File: config.mk
export PLATFORM = sky130hd
export DESIGN_NAME = dsleep_wake_logger
export DESIGN_NICKNAME = d
export VERILOG_FILES = /design/src/rtl/dsw_pkg.sv /design/src/rtl/dsw_sync.sv /design/src/rtl/dsw_ctrl.sv /design/src/rtl/dsw_status.sv /design/src/rtl/dsleep_wake_logger.sv
export SDC_FILE = /design/constraint.sdc
export NUM_CORES = 1
export LEC_CHECK = 0
export ABC_AREA = 1
export BUFFER_PORTS_ARGS = -buffer_cell sky130_fd_sc_hd__buf_2
export CAP_MARGIN = 20
export CORE_MARGIN = 2
export CORE_UTILIZATION = 50
export CTS_CLUSTER_SIZE = 24
export DETAILED_ROUTE_END_ITERATION = 10
export PLACE_DENSITY = 0.78
export REMOVE_ABC_BUFFERS = 1
export SLEW_MARGIN = 20
export SYNTH_ARGS = -nofsm -noshare
export SYNTH_HDL_FRONTEND = slang
export SYNTH_HIERARCHICAL = 1
export SYNTH_SLANG_ARGS = --single-unit
File: constraint.sdc
create_clock -name clk -period 1.5 [get_ports clk]
set_input_delay 0.075 -clock clk [delete_from_list [all_inputs] [get_ports clk]]
set_output_delay 0.075 -clock clk [all_outputs]
set_load 0.03 [all_outputs]
File: src/rtl/dsw_pkg.sv
package dsw_pkg;

  localparam int NUM_SRC   = 6;
  localparam int LOW_SRCS  = 5;
  localparam int HIGH_BASE = 8;
  localparam int STAT_W    = 16;

  localparam logic [1:0] ADDR_LO   = 2'd0;
  localparam logic [1:0] ADDR_HI   = 2'd1;
  localparam logic [1:0] ADDR_FLAG = 2'd2;

  typedef enum logic [1:0] {
    ST_RUN      = 2'd0,
    ST_ENTERING = 2'd1,
    ST_DEEP     = 2'd2,
    ST_WAKE_RST = 2'd3
  } dsw_state_e;

  // Bit position in the status word for wake line i
  function automatic int src_pos(input int i);
    return (i < LOW_SRCS) ? i : HIGH_BASE + (i - LOW_SRCS);
  endfunction

  // Spread synchronised wake lines onto the status word layout
  function automatic logic [STAT_W-1:0] src_to_status(input logic [NUM_SRC-1:0] s);
    logic [STAT_W-1:0] r;
    r = '0;
    for (int i = 0; i < NUM_SRC; i++) r[src_pos(i)] = s[i];
    return r;
  endfunction

  localparam logic [STAT_W-1:0] USED_MASK = src_to_status('1);

endpackage

File: src/rtl/dsw_sync.sv
module dsw_sync #(
  parameter int W = 6
) (
  input  logic         clk,
  input  logic         rst_n,
  input  logic [W-1:0] d_i,
  output logic [W-1:0] q_o
);

  for (genvar g = 0; g < W; g++) begin : g_bit
    logic meta_q, sync_q;
    always_ff @(posedge clk or negedge rst_n) begin
      if (!rst_n) begin
        meta_q <= 1'b0;
        sync_q <= 1'b0;
      end else begin
        meta_q <= d_i[g];
        sync_q <= meta_q;
      end
    end
    assign q_o[g] = sync_q;
  end

endmodule

File: src/rtl/dsw_ctrl.sv
module dsw_ctrl
  import dsw_pkg::*;
#(
  parameter int RST_CYCLES = 16
) (
  input  logic clk,
  input  logic rst_n,
  input  logic sleep_req_i,
  input  logic asleep_i,
  input  logic any_wake_i,
  output logic enter_evt_o,
  output logic wake_evt_o,
  output logic abort_evt_o,
  output logic core_rst_o,
  output logic abort_o
);

  localparam int CW = $clog2(RST_CYCLES + 1);
  localparam logic [CW-1:0] LAST = CW'(RST_CYCLES - 1);

  dsw_state_e st_q, st_d;
  logic [CW-1:0] cnt_q;
  logic          abort_q;

  always_comb begin
    st_d        = st_q;
    enter_evt_o = 1'b0;
    wake_evt_o  = 1'b0;
    abort_evt_o = 1'b0;
    case (st_q)
      ST_RUN:      if (sleep_req_i) st_d = ST_ENTERING;
      ST_ENTERING: begin
        if (any_wake_i) begin
          abort_evt_o = 1'b1;
          st_d        = ST_RUN;
        end else if (asleep_i) begin
          enter_evt_o = 1'b1;
          st_d        = ST_DEEP;
        end
      end
      ST_DEEP: begin
        if (any_wake_i) begin
          wake_evt_o = 1'b1;
          st_d       = ST_WAKE_RST;
        end
      end
      ST_WAKE_RST: if (cnt_q == LAST) st_d = ST_RUN;
      default:     st_d = ST_RUN;
    endcase
  end

  always_ff @(posedge clk or negedge rst_n) begin
    if (!rst_n) begin
      st_q    <= ST_RUN;
      cnt_q   <= '0;
      abort_q <= 1'b0;
    end else begin
      st_q    <= st_d;
      abort_q <= abort_evt_o;
      if (wake_evt_o)                cnt_q <= '0;
      else if (st_q == ST_WAKE_RST)  cnt_q <= cnt_q + CW'(1);
    end
  end

  assign core_rst_o = (st_q == ST_WAKE_RST);
  assign abort_o    = abort_q;

endmodule

File: src/rtl/dsw_status.sv
module dsw_status
  import dsw_pkg::*;
(
  input  logic               clk,
  input  logic               rst_n,
  input  logic               clear_i,
  input  logic               capture_i,
  input  logic [NUM_SRC-1:0] src_i,
  input  logic               flag_clr_i,
  output logic [STAT_W-1:0]  status_o,
  output logic               flag_o
);

  logic [STAT_W-1:0] status_q;
  logic              flag_q;

  always_ff @(posedge clk or negedge rst_n) begin
    if (!rst_n) begin
      status_q <= '0;
      flag_q   <= 1'b0;
    end else begin
      if (clear_i)        status_q <= '0;
      else if (capture_i) status_q <= src_to_status(src_i);
      if (capture_i)       flag_q <= 1'b1;
      else if (flag_clr_i) flag_q <= 1'b0;
    end
  end

  assign status_o = status_q;
  assign flag_o   = flag_q;

endmodule

File: src/rtl/dsleep_wake_logger.sv
module dsleep_wake_logger
  import dsw_pkg::*;
#(
  parameter int RST_CYCLES = 16
) (
  input  logic               clk,
  input  logic               rst_n,
  input  logic               sleep_req_i,
  input  logic               asleep_i,
  input  logic [NUM_SRC-1:0] wake_src_i,
  input  logic               sw_wr_i,
  input  logic [1:0]         sw_addr_i,
  input  logic               sw_wdata_i,
  output logic [7:0]         rd_data_o,
  output logic [STAT_W-1:0]  status_o,
  output logic               exit_flag_o,
  output logic               abort_o,
  output logic               core_rst_o
);

  logic [NUM_SRC-1:0] wake_sync;
  logic               any_wake;
  logic               enter_evt, wake_evt, abort_evt, flag_clr;

  dsw_sync #(.W(NUM_SRC)) u_sync (
    .clk   (clk),
    .rst_n (rst_n),
    .d_i   (wake_src_i),
    .q_o   (wake_sync)
  );

  assign any_wake = |wake_sync;
  assign flag_clr = sw_wr_i && (sw_addr_i == ADDR_FLAG) && sw_wdata_i;

  dsw_ctrl #(.RST_CYCLES(RST_CYCLES)) u_ctrl (
    .clk         (clk),
    .rst_n       (rst_n),
    .sleep_req_i (sleep_req_i),
    .asleep_i    (asleep_i),
    .any_wake_i  (any_wake),
    .enter_evt_o (enter_evt),
    .wake_evt_o  (wake_evt),
    .abort_evt_o (abort_evt),
    .core_rst_o  (core_rst_o),
    .abort_o     (abort_o)
  );

  dsw_status u_status (
    .clk        (clk),
    .rst_n      (rst_n),
    .clear_i    (enter_evt),
    .capture_i  (wake_evt),
    .src_i      (wake_sync),
    .flag_clr_i (flag_clr),
    .status_o   (status_o),
    .flag_o     (exit_flag_o)
  );

  always_comb begin
    case (sw_addr_i)
      ADDR_LO:   rd_data_o = status_o[7:0];
      ADDR_HI:   rd_data_o = status_o[15:8];
      ADDR_FLAG: rd_data_o = {7'd0, exit_flag_o};
      default:   rd_data_o = 8'd0;
    endcase
  end

endmodule

==> flow_metrics.py <==
metrics = {
    "finish": {
        "syn2layout_area_growth_pct": 14.49,
        "layout_commonest_cell": "nand2_1",
        "fin_cells": 209,
        "drive_gt1_share_pct": 26.26,
        "final_cell_mix": "nand2_1 (39), buf_2 (27), dfrtp_1 (26), nand3_1 (25)",
        "fin_nets": 196,
        "num_antenna_cells": 0,
    },
    "route": {
        "met3_length_um": 168,
        "first_pass_iters": 4,
        "dr_wl_met2_um": 1109,
        "first_iter_violations": 24,
        "via_per_inst": 4.866,
        "routedWlPerCell_um": 10.61,
        "ant_nets": 0,
        "drcViolationCount": 0,
        "vias": 1017,
        "wl_um": 2217,
        "top_layer": "met4",
        "m1WireLength_um": 907,
    },
    "global_route": {
        "antenna_found_initial": 0,
        "grt_pass1_wl_um": 3456,
        "grt_max_degree": 28,
        "track_usage_pct": 16.09,
        "grt_remaining_overflow": 0,
        "grt_pass1_vias": 917,
    },
    "outcome": {
        "outcome": "complete, no violations",
    },
    "power_and_ir_drop": {
        "p_comb_share_pct": 37.8,
        "ir_drop_uv": 856.6,
        "p_seq_share_pct": 48.3,
        "sw_frac_of_total_pct": 41.37,
        "p_switching_w": 0.0008710,
        "powerDensity_nw_per_um2": 1410,
        "clockPowerShare_pct": 14.0,
        "power_w": 0.002105,
        "p_int_w": 0.001234,
        "cellLeakagePower_nw": 0.8155,
    },
    "critical_path": {
        "r2r_end": "u_status/status_o[3]",
        "cp.arrival_ns": 1.59,
        "r2r_slack_ns": 0.13,
        "cp_max_fo": 6,
        "cp.required_ns": 1.72,
        "worstRegToRegCells": 7,
        "cp-start-kind": "register",
        "timing.rr.start": "u_ctrl/st_q[0]",
        "critical_path_class": "register to register",
        "crit_path_end_kind": "register",
    },
    "floorplanning": {
        "die_area_um2": 3032,
        "die_y_um": 55.07,
        "die_width_um": 55.07,
        "pin_count": 41,
        "rows": 18,
        "core-area_um2": 2477,
        "initial_core_util_pct": 52.63,
    },
    "synthesis": {
        "synth-edff-count": 0,
        "synthFlopType": "dfrtp_1",
        "postSynthAreaPerCell_um2": 8.809,
        "synthCells": 148,
        "synth_cell_types": 24,
        "synth_sequential_area_ratio_pct": 51.82,
        "ys_ff_latch": 27,
        "syn_area_um2": 1304,
        "yosys_warnings": 6,
        "async_flop_share_pct": 100.0,
    },
    "hold_path": {
        "min_delay_path_depth": 3,
        "hp-start": "asleep_i",
        "hp-class": "primary input to register",
    },
    "clock_network": {
        "numCtsBuffers": 3,
        "clock_latency_ns": 0.31,
        "clock-sinks": 27,
        "clk_pin_slew_worst_paths_ns": 0.13,
        "clockRootBuffer": "clkbuf_4",
        "htree_levels": 1,
        "cts_tree": "yes",
        "clk_path_buf_depth": 2,
    },
    "placement": {
        "dp.final_hpwl_um": 1694,
        "gp_congestion": 0.7978,
        "dpl.cell_count": 197,
        "io_buffers": 27,
        "dp_slack_ns": 0.07976,
    },
    "timing": {
        "tightest_slew_ns": 0.5463,
        "worst_slack_ns": 0.1329,
        "hold_violations": 0,
        "hold_ws_ns": 0.04599,
        "min_period_over_period_pct": 91.14,
        "maxSlewViolCount": 0,
        "max_freq_ghz": 0.7315,
        "setup_violations": 0,
        "fin_tns_setup_ns": 0,
        "fin_crit_ns": 1.367,
        "rsz0062_at_grt": "no",
        "max_slew_margin_pct": 63.58,
        "finClkSkew_ns": 0.001546,
    },
    "run": {
        "cap_violations": 0,
    },
}
cells in the mapped netlist, drive strengths merged, types with 2 or more instances:
library cell / number / area [um^2]
nand3: 25 / 125.1
ha: 2 / 25.02
nand2: 41 / 158.9
buf: 17 / 131.4
nor3: 2 / 15.01
o21ai: 3 / 18.76
dfrtp: 27 / 675.7
nor2: 12 / 62.56
inv: 12 / 45.05
logic make-up after synthesis:
group,share of synthesized area [%]
buffers and inverters,14.59
other,0.2876
AOI/OAI and AO/OA,3.167
and+or+nand+nor,28.21
adders and majority gates,1.919
DFF,51.82
registers in the layout, summed over array words and instances (netlist names), named ones only:
| signal | cells |
|---|---|
| u_ctrl/abort_o | 1 |
| u_ctrl/cnt_q | 5 |
| u_ctrl/st_q | 1 |
| u_status/flag_o | 1 |
| u_status/status_o | 6 |
| u_sync/g_bit.meta_q | 6 |
| u_sync/g_bit.sync_q | 6 |
what timing repair did:
action                                  4_1_cts  5_1_grt
endpoints found under the setup margin        0        7
setup buffers                                 0        1
gates resized for setup                       0        3
hold buffers                                  7        0
endpoints found under the hold margin        33        0
cell type report:
class                      instances  area (um^2)
clock inverter                     1        5.005
clock buffer                       3        22.52
fill                             211        984.7
timing repair buffer              36        220.2
sequential                        27        676.9
inverter                          13        53.80
tap                               30        37.54
multi-input combinational         99        476.7
worst max path at each step:
stage | start | to | slack (ns) | cells after the start
finish | u_ctrl/st_q[0] | u_status/status_o[3] | 0.13 | 7
global placement | u_sync/g_bit[5].sync_q | u_status/status_o[1] | 0.14 | 8
detailed placement | u_sync/g_bit[5].sync_q | u_status/status_o[3] | 0.08 | 8
global route | u_sync/g_bit[5].sync_q | u_status/status_o[1] | 0.0008 | 8
CTS | u_sync/g_bit[5].sync_q | u_status/status_o[3] | 0.06 | 8
floorplan | u_sync/g_bit[5].sync_q | u_status/status_o[8] | 0.23 | 7
stage by stage:
stage               cell area [um^2]  utilization [%]
finish                          1493            60.25
global route                    1493            60.25
detailed placement              1381            55.76
global placement                1381            55.76
CTS                             1479            59.70
floorplan                       1201                -
per-layer routing:
metal  global-route usage (%)  vias to the layer above
li1                         -                      507
met2                    30.75                       41
met5                        0                        -
met1                    17.55                      465
met3                    1.613                        4
met4                    7.724                        0
worst max-delay path, stage by stage, from the launching register on:
cell and delay [ns]:
dfrtp_1 0.48, inv_1 0.13, nor2_2 0.12, nand2_1 0.10, nor2_2 0.16, inv_1 0.12, nand3_1 0.10, nand2_1 0.06
power groups by stage:
stage | Clock [W] | Combinational (W) | Sequential, W
2_1_floorplan | 0 | 0.000365 | 0.00119
3_3_place_gp | 0 | 0.000732 | 0.00103
3_5_place_dp | 0 | 0.000751 | 0.00103
4_1_cts | 0.000307 | 0.000766 | 0.00102
5_1_grt | 0.000337 | 0.000889 | 0.00104
6_report | 0.000294 | 0.000795 | 0.00102
Power figures use the tool's default switching activity.
